`src/rtl/fusectl_pkg.sv`:
```
package fusectl_pkg;

    typedef enum logic [1:0] {
        ST_IDLE = 2'd0,
        ST_LOAD = 2'd1,
        ST_BURN = 2'd2
    } seq_state_t;

    localparam logic [7:0] OP_LOAD = 8'h01;
    localparam logic [7:0] OP_BURN = 8'h02;

    // Reverse byte order between bus lanes and register bits.
    function automatic logic [31:0] swap32(input logic [31:0] v);
        return {v[7:0], v[15:8], v[23:16], v[31:24]};
    endfunction

    // Factory content of array word i.
    function automatic logic [31:0] factory_word(input logic [31:0] seed, input int unsigned i);
        return seed ^ (32'(i) * 32'h0101_0107);
    endfunction

endpackage

```
`src/rtl/fusectl_regs.sv`:
```
module fusectl_regs
    import fusectl_pkg::*;
#(
    parameter int ADDR_W = 12,
    parameter int N_WORDS = 34,
    parameter int IDX_W = 6,
    parameter logic [ADDR_W-1:0] CMD_OFF = 'h20,
    parameter logic [ADDR_W-1:0] HAM_OFF = 'h24,
    parameter logic [ADDR_W-1:0] CFG_OFF = 'h28,
    parameter logic [ADDR_W-1:0] WIN_BASE = 'h200
) (
    input  logic              clk,
    input  logic              rst_n,
    input  logic              bus_valid,
    input  logic              bus_write,
    input  logic [ADDR_W-1:0] bus_addr,
    input  logic [31:0]       bus_wdata,
    output logic [31:0]       bus_rdata,
    input  logic              busy,
    input  logic [7:0]        op_code,
    input  logic [31:0]       mir_rdata,
    input  logic [31:0]       ham_status,
    output logic              start_load,
    output logic              start_burn,
    output logic              err_flag,
    output logic [15:0]       pulse_w,
    output logic              mir_we,
    output logic [IDX_W-1:0]  mir_idx,
    output logic [31:0]       mir_wdata
);

    localparam int WA_W = ADDR_W - 2;
    localparam logic [WA_W-1:0] CMD_WA = CMD_OFF[ADDR_W-1:2];
    localparam logic [WA_W-1:0] HAM_WA = HAM_OFF[ADDR_W-1:2];
    localparam logic [WA_W-1:0] CFG_WA = CFG_OFF[ADDR_W-1:2];
    localparam logic [WA_W-1:0] WIN_WA = WIN_BASE[ADDR_W-1:2];
    localparam logic [WA_W-1:0] WIN_LEN = WA_W'(N_WORDS);

    logic [WA_W-1:0] wa;
    logic [WA_W-1:0] win_off;
    logic            aligned;
    logic            hit_cmd, hit_ham, hit_cfg, hit_win;
    logic [31:0]     wdata_int;
    logic            cmd_wr;
    logic            code_ok;
    logic [31:0]     rd_val;
    logic            err_q;
    logic [15:0]     pw_q;
    logic [31:0]     rdata_q;

    assign wa        = bus_addr[ADDR_W-1:2];
    assign aligned   = (bus_addr[1:0] == 2'b00);
    assign win_off   = wa - WIN_WA;
    assign hit_cmd   = aligned && (wa == CMD_WA);
    assign hit_ham   = aligned && (wa == HAM_WA);
    assign hit_cfg   = aligned && (wa == CFG_WA);
    assign hit_win   = aligned && (wa >= WIN_WA) && (win_off < WIN_LEN);
    assign wdata_int = swap32(bus_wdata);

    assign cmd_wr     = bus_valid && bus_write && hit_cmd;
    assign code_ok    = (wdata_int[7:0] == OP_LOAD) || (wdata_int[7:0] == OP_BURN);
    assign start_load = cmd_wr && !busy && (wdata_int[7:0] == OP_LOAD);
    assign start_burn = cmd_wr && !busy && (wdata_int[7:0] == OP_BURN);

    assign mir_we    = bus_valid && bus_write && hit_win;
    assign mir_idx   = win_off[IDX_W-1:0];
    assign mir_wdata = wdata_int;

    // Error flag and pulse-width configuration.
    always_ff @(posedge clk or negedge rst_n) begin
        if (!rst_n) begin
            err_q <= 1'b0;
            pw_q  <= '0;
        end else begin
            if (cmd_wr) begin
                err_q <= busy || !code_ok;
            end
            if (bus_valid && bus_write && hit_cfg) begin
                pw_q <= wdata_int[15:0];
            end
        end
    end

    always_comb begin
        rd_val = '0;
        if (hit_cmd) begin
            rd_val = {23'b0, err_q, op_code};
        end else if (hit_ham) begin
            rd_val = ham_status;
        end else if (hit_cfg) begin
            rd_val = {16'b0, pw_q};
        end else if (hit_win) begin
            rd_val = mir_rdata;
        end
    end

    always_ff @(posedge clk or negedge rst_n) begin
        if (!rst_n) begin
            rdata_q <= '0;
        end else if (bus_valid && !bus_write) begin
            rdata_q <= swap32(rd_val);
        end
    end

    assign bus_rdata = rdata_q;
    assign err_flag  = err_q;
    assign pulse_w   = pw_q;

endmodule

```
`src/rtl/fusectl_seq.sv`:
```
module fusectl_seq
    import fusectl_pkg::*;
#(
    parameter int N_WORDS = 34,
    parameter int IDX_W = 6
) (
    input  logic             clk,
    input  logic             rst_n,
    input  logic             start_load,
    input  logic             start_burn,
    input  logic [15:0]      pulse_w,
    output logic             busy,
    output logic [7:0]       op_code,
    output logic             cp_en,
    output logic             pg_en,
    output logic [IDX_W-1:0] idx
);

    localparam logic [IDX_W-1:0] LAST_IDX = IDX_W'(N_WORDS - 1);

    seq_state_t       state_q, state_d;
    logic [IDX_W-1:0] idx_q, idx_d;
    logic [15:0]      cnt_q, cnt_d;
    logic [15:0]      cnt_last;
    logic             last_word;

    assign cnt_last  = (pulse_w == 16'd0) ? 16'd0 : (pulse_w - 16'd1);
    assign last_word = (idx_q == LAST_IDX);

    always_comb begin
        state_d = state_q;
        idx_d   = idx_q;
        cnt_d   = cnt_q;
        unique case (state_q)
            ST_IDLE: begin
                idx_d = '0;
                cnt_d = '0;
                if (start_load) begin
                    state_d = ST_LOAD;
                end else if (start_burn) begin
                    state_d = ST_BURN;
                end
            end
            ST_LOAD: begin
                if (last_word) begin
                    state_d = ST_IDLE;
                    idx_d   = '0;
                end else begin
                    idx_d = idx_q + 1'b1;
                end
            end
            ST_BURN: begin
                if (cnt_q >= cnt_last) begin
                    cnt_d = '0;
                    if (last_word) begin
                        state_d = ST_IDLE;
                        idx_d   = '0;
                    end else begin
                        idx_d = idx_q + 1'b1;
                    end
                end else begin
                    cnt_d = cnt_q + 16'd1;
                end
            end
            default: begin
                state_d = ST_IDLE;
                idx_d   = '0;
                cnt_d   = '0;
            end
        endcase
    end

    // State register: reset enters the automatic load.
    always_ff @(posedge clk or negedge rst_n) begin
        if (!rst_n) begin
            state_q <= ST_LOAD;
            idx_q   <= '0;
            cnt_q   <= '0;
        end else begin
            state_q <= state_d;
            idx_q   <= idx_d;
            cnt_q   <= cnt_d;
        end
    end

    always_comb begin
        busy    = 1'b0;
        op_code = 8'h00;
        cp_en   = 1'b0;
        pg_en   = 1'b0;
        unique case (state_q)
            ST_IDLE: ;
            ST_LOAD: begin
                busy    = 1'b1;
                op_code = OP_LOAD;
                cp_en   = 1'b1;
            end
            ST_BURN: begin
                busy    = 1'b1;
                op_code = OP_BURN;
                pg_en   = (cnt_q == 16'd0);
            end
            default: ;
        endcase
    end

    assign idx = idx_q;

endmodule

```
`src/rtl/fusectl_store.sv`:
```
module fusectl_store
    import fusectl_pkg::*;
#(
    parameter int N_WORDS = 34,
    parameter int IDX_W = 6,
    parameter logic [31:0] FACTORY_SEED = 32'h5A3C_9601,
    parameter int SEC_FIRST = 4,
    parameter int SEC_WORDS = 8
) (
    input  logic             clk,
    input  logic             rst_n,
    input  logic             cp_en,
    input  logic             pg_en,
    input  logic [IDX_W-1:0] seq_idx,
    input  logic             mir_we,
    input  logic [IDX_W-1:0] bus_idx,
    input  logic [31:0]      mir_wdata,
    output logic [31:0]      mir_rdata,
    output logic [31:0]      ham_status
);

    logic [31:0]          fuse_q   [N_WORDS];
    logic [31:0]          mirror_q [N_WORDS];
    logic [SEC_WORDS-1:0] ham_q;

    // Array and mirror words; array bits can only be set.
    always_ff @(posedge clk or negedge rst_n) begin
        if (!rst_n) begin
            for (int i = 0; i < N_WORDS; i++) begin
                fuse_q[i]   <= factory_word(FACTORY_SEED, i);
                mirror_q[i] <= '0;
            end
        end else begin
            for (int i = 0; i < N_WORDS; i++) begin
                if (pg_en && (int'(seq_idx) == i)) begin
                    fuse_q[i] <= fuse_q[i] | mirror_q[i];
                end
                if (cp_en && (int'(seq_idx) == i)) begin
                    mirror_q[i] <= fuse_q[i];
                end else if (mir_we && (int'(bus_idx) == i)) begin
                    mirror_q[i] <= mir_wdata;
                end
            end
        end
    end

    // Secret-region parity, refreshed as each secret word is loaded.
    always_ff @(posedge clk or negedge rst_n) begin
        if (!rst_n) begin
            ham_q <= '0;
        end else if (cp_en) begin
            for (int k = 0; k < SEC_WORDS; k++) begin
                if (int'(seq_idx) == SEC_FIRST + k) begin
                    ham_q[k] <= ^fuse_q[SEC_FIRST + k];
                end
            end
        end
    end

    always_comb begin
        mir_rdata = '0;
        for (int i = 0; i < N_WORDS; i++) begin
            if (int'(bus_idx) == i) begin
                mir_rdata = mirror_q[i];
            end
        end
    end

    always_comb begin
        ham_status                = '0;
        ham_status[SEC_WORDS-1:0] = ham_q;
    end

endmodule

```
`src/rtl/fusectl_top.sv`:
```
module fusectl_top
    import fusectl_pkg::*;
#(
    parameter int ADDR_W = 12,
    parameter int N_WORDS = 34,
    parameter logic [ADDR_W-1:0] CMD_OFF = 'h20,
    parameter logic [ADDR_W-1:0] HAM_OFF = 'h24,
    parameter logic [ADDR_W-1:0] CFG_OFF = 'h28,
    parameter logic [ADDR_W-1:0] WIN_BASE = 'h200,
    parameter logic [31:0] FACTORY_SEED = 32'h5A3C_9601,
    parameter int SEC_FIRST = 4,
    parameter int SEC_WORDS = 8
) (
    input  logic              clk,
    input  logic              rst_n,
    input  logic              bus_valid,
    input  logic              bus_write,
    input  logic [ADDR_W-1:0] bus_addr,
    input  logic [31:0]       bus_wdata,
    output logic [31:0]       bus_rdata
);

    localparam int IDX_W = (N_WORDS > 1) ? $clog2(N_WORDS) : 1;

    logic             busy;
    logic [7:0]       op_code;
    logic             start_load;
    logic             start_burn;
    logic             err_flag;
    logic [15:0]      pulse_w;
    logic             cp_en;
    logic             pg_en;
    logic [IDX_W-1:0] seq_idx;
    logic             mir_we;
    logic [IDX_W-1:0] mir_idx;
    logic [31:0]      mir_wdata;
    logic [31:0]      mir_rdata;
    logic [31:0]      ham_status;

    fusectl_regs #(
        .ADDR_W  (ADDR_W),
        .N_WORDS (N_WORDS),
        .IDX_W   (IDX_W),
        .CMD_OFF (CMD_OFF),
        .HAM_OFF (HAM_OFF),
        .CFG_OFF (CFG_OFF),
        .WIN_BASE(WIN_BASE)
    ) u_regs (
        .clk       (clk),
        .rst_n     (rst_n),
        .bus_valid (bus_valid),
        .bus_write (bus_write),
        .bus_addr  (bus_addr),
        .bus_wdata (bus_wdata),
        .bus_rdata (bus_rdata),
        .busy      (busy),
        .op_code   (op_code),
        .mir_rdata (mir_rdata),
        .ham_status(ham_status),
        .start_load(start_load),
        .start_burn(start_burn),
        .err_flag  (err_flag),
        .pulse_w   (pulse_w),
        .mir_we    (mir_we),
        .mir_idx   (mir_idx),
        .mir_wdata (mir_wdata)
    );

    fusectl_seq #(
        .N_WORDS(N_WORDS),
        .IDX_W  (IDX_W)
    ) u_seq (
        .clk       (clk),
        .rst_n     (rst_n),
        .start_load(start_load),
        .start_burn(start_burn),
        .pulse_w   (pulse_w),
        .busy      (busy),
        .op_code   (op_code),
        .cp_en     (cp_en),
        .pg_en     (pg_en),
        .idx       (seq_idx)
    );

    fusectl_store #(
        .N_WORDS     (N_WORDS),
        .IDX_W       (IDX_W),
        .FACTORY_SEED(FACTORY_SEED),
        .SEC_FIRST   (SEC_FIRST),
        .SEC_WORDS   (SEC_WORDS)
    ) u_store (
        .clk       (clk),
        .rst_n     (rst_n),
        .cp_en     (cp_en),
        .pg_en     (pg_en),
        .seq_idx   (seq_idx),
        .mir_we    (mir_we),
        .bus_idx   (mir_idx),
        .mir_wdata (mir_wdata),
        .mir_rdata (mir_rdata),
        .ham_status(ham_status)
    );

endmodule

```
`config.mk`:
```
export PLATFORM = sky130hd
export DESIGN_NAME = fusectl_top
export DESIGN_NICKNAME = d
export VERILOG_FILES = /design/src/rtl/fusectl_pkg.sv /design/src/rtl/fusectl_regs.sv /design/src/rtl/fusectl_seq.sv /design/src/rtl/fusectl_store.sv /design/src/rtl/fusectl_top.sv
export SDC_FILE = /design/constraint.sdc
export NUM_CORES = 2
export LEC_CHECK = 0
export ABC_AREA = 1
export BUFFER_PORTS_ARGS = -buffer_cell sky130_fd_sc_hd__buf_2
export CAP_MARGIN = 15
export CORE_ASPECT_RATIO = 1.25
export CORE_MARGIN = 8
export CORE_UTILIZATION = 50
export CTS_BUF_LIST = sky130_fd_sc_hd__clkbuf_4 sky130_fd_sc_hd__clkbuf_8
export DETAILED_ROUTE_END_ITERATION = 10
export GPL_TIMING_DRIVEN = 0
export PLACE_DENSITY = 0.7
export RECOVER_POWER = 25
export SLEW_MARGIN = 20
export SYNTH_ARGS = -nofsm -noshare
export SYNTH_HDL_FRONTEND = slang
export SYNTH_SLANG_ARGS = --single-unit
export TNS_END_PERCENT = 50
```
`constraint.sdc`:
```
create_clock -name clk -period 5.8 [get_ports clk]
set_input_delay 1.45 -clock clk [delete_from_list [all_inputs] [get_ports clk]]
set_output_delay 1.45 -clock clk [all_outputs]
set_load 0.01 [all_outputs]
```
==> flow_summary.ini <==
[synthesis]
syn-cell-area_um2 = 104000
avgSynthCellArea_um2 = 8.53
synth_edf_count = 0
netlist_top_cells_count = nand2_1 (2806), o21ai_0 (2220), dfrtp_1 (1761)
synth.most_common_cell = nand2_1
synth_nets = 12300
synth_ff_type = dfrtp_1
ys_top_cells_by_area = dfrtp_1 (42%), dfstp_2 (13%), o21ai_0 (11%)
synth_top_area_cell = dfrtp_1
yosysWarnings = 0
synth-seq-cells = 2257
async_reset_ff_share_pct = 100
synth_top_area_share_pct = 42.3
netlist_instances = 12200
yosysSeqAreaShare_pct = 54.8
ys_types = 44

[placement]
port_buffers = 63
placed_cells = 15000
gp_congestion = 0.941
place_ws_ns = -1.09
placed_area_um2 = 109000
place_hpwl_mm = 264

[final_layout]
design_area_um2 = 116000
layout-drive-gt1-share_pct = 11.0
nNetsFinal = 12700
final_cell_count_no_fill = 15700
syn_to_final_growth_pct = 11.8

[critical_path]
critPathMostFrequentCell = nand4_1
path_class = input port to flip-flop
cp.buffers_inverters = 3
critPathSlowestCell = nor2_1
crit_arrival_ns = 6.67
crit_family = simple AND/OR/NAND/NOR gates
worstSetupStartpointType = input port
cp-end-kind = flip-flop
critPathRequiredTime_ns = 6.65
critPathMaxStageDelay_ns = 0.37
path_max_fanout = 10

[timing]
finalSetupTns_ns = -0.0187
post-route-period-util_pct = 100
clock.fmax_mhz = 172
tightest_slew_ns = 3.02
period_minus_slack_ns = 5.82
setup-violations-final = 1
drv_slew = 396
fin_skew_ns = 0.0702
max_slew_margin_pct = -101
holdWs_ns = 0.452
finalHoldViolations = 0
rsz0062_at_grt = false
worst_slack_ns = -0.0187

[clock_network]
cts-root-buf = clkbuf_8
clk_latency_ns = 1.00
cts_setup_buffers = 0
htreeDepth = 5
hold_buffers = 0
cts_buffer_depth = 4
numCtsBuffers = 359
cts_num_sinks = 2257
clk_pin_slew_ns = 0.06
cts_tree = built

[floorplan]
die_w_um = 424
start_util_pct = 50.3
core_um2 = 207000
io_pins = 80
die_area_um2 = 223000
die_h_um = 526
rows = 187

[global_routing]
grt_pass1_vias = 90500
grt_start_max_net_pins = 143
antenna_found_initial = 21
grt_pass1_wl_mm = 540
grt-ovfl-total = 0
track_usage_pct = 31.1

[pwr]
powerDensity_nw_per_um2 = 293
leakage_nw = 53.8
ir_drop_v = 0.000208

[routing]
viasPerCell = 5.74
drt-initial-drc-count = 9317
drc_errors = 0
vias = 90200
wl_mm = 358
routedWlPerCell_um = 22.8
ant_nets = 0
detail_route.first_pass.iterations = 6

[min_path]
hold_path_class = flip-flop to flip-flop

[run_status]
outcome = finished, violations left
violations = capacitance limit, slew limit, setup timing

[job]
drv_cap = 3
repair_timing:
item,in CTS,in global routing
gates cloned,0,0
setup endpoints to repair,2,12
pin swaps,1,4
resized for setup,1,22
report_power, final:
part | total [mW] | switching, mW | internal, mW
Combinational | 2.78 | 2.00 | 0.772
Sequential | 16.3 | 0.153 | 16.2
Clock | 15.1 | 6.62 | 8.44
layer usage:
layer	wire (um)	track usage [%]	up-vias
met5	72	0	-
met4	28100	21.5	10
met3	27900	5.75	1166
met2	168000	50.5	4231
met1	134000	37.8	44500
li1	-	-	40300
flip-flops by register name, summed over array words and instances, names as in the netlist:
name and count:
u_store.ham_q 8, u_seq.state_q 2, u_regs.pulse_w 16, u_regs.err_flag 1, u_store.fuse_q 1088, u_store.mirror_q 1088, u_seq.cnt_q 16, u_regs.bus_rdata 32
u_seq.idx 6
final timing paths:
kind	slack (ns)	endpoint	depth (start not counted)	startpoint
worst min-delay path	0.45	u_store.fuse_q[632]$_DFFE_PN0P_	2	u_store.fuse_q[632]$_DFFE_PN0P_
worst max register to register	0.97	u_regs.bus_rdata[26]$_DFFE_PN0P_	22	u_store.mirror_q[1058]$_DFFE_PN0P_
min in group asynchronous	1.47	u_store.fuse_q[21]$_DFFE_PN0P_	1	rst_n
max in group asynchronous	0.81	u_store.mirror_q[676]$_DFFE_PN0P_	5	rst_n
worst max-delay path	-0.02	u_regs.bus_rdata[6]$_DFFE_PN0P_	25	bus_addr[4]
worst min register to register	0.45	u_store.fuse_q[632]$_DFFE_PN0P_	2	u_store.fuse_q[632]$_DFFE_PN0P_
placed cells by master (no fill, tap or decap), types with 9 or more instances in the layout:
cell type	Yosys	routed
xor2_1	46	46
clkinv_2	1	22
buf_2	107	176
clkbuf_2	0	29
clkbuf_1	596	570
o21ai_0	2220	2218
o221ai_1	15	15
buf_4	7	9
buf_1	85	76
nor3_1	26	24
nor2_2	7	18
dfrtp_1	1761	1761
xnor2_1	209	209
nand2_1	2806	2804
o21bai_1	544	544
diode_2	0	15
nand4_1	229	229
o21ai_1	30	30
nand3_1	65	65
buf_16	0	15
a21oi_1	160	160
nor2_1	448	435
clkinv_1	18	18
inv_1	1718	1718
o211ai_1	544	544
clkbuf_4	0	161
clkbuf_8	0	459
ha_1	27	27
dfstp_2	496	496
tightest hold or removal path: stages (launching register included):
cell and delay, ns:
dfrtp_1 0.32, inv_1 0.04, o21ai_0 0.06
cell type report:
cell class	count	area [um2]
fill	18500	90800
buffer	796	3200
clock buffer	618	7510
antenna	15	37.5
inverter	1745	6550
timing repair buffer	84	785
sequential	2257	57100
tap	2740	3430
multi-input combinational	7415	37400
clock inverter	40	418
through the flow:
stage / power (mW) / utilization (%)
final: 34.2 / 56.2
after CTS: 34.2 / 56.2
after detailed placement: 19.3 / 52.3
after global placement: 19.2 / 52.1
after floorplan: 18.0 / -
after global routing: 35.2 / 56.2
cells by family (layout without fill, tap and decap cells):
family / after synthesis / in the layout / share of synthesized area (%)
other: 0 / 15 / 0
AOI/OAI and AO/OA: 3530 / 3530 / 19.7
buffers and inverters: 2541 / 3283 / 9.32
xor gates and xnor gates: 255 / 255 / 2.14
adders and majority gates: 27 / 27 / 0.324
and+or+nand+nor: 3603 / 3603 / 13.7
DFF: 2257 / 2257 / 54.8
Power figures use the tool's default switching activity.
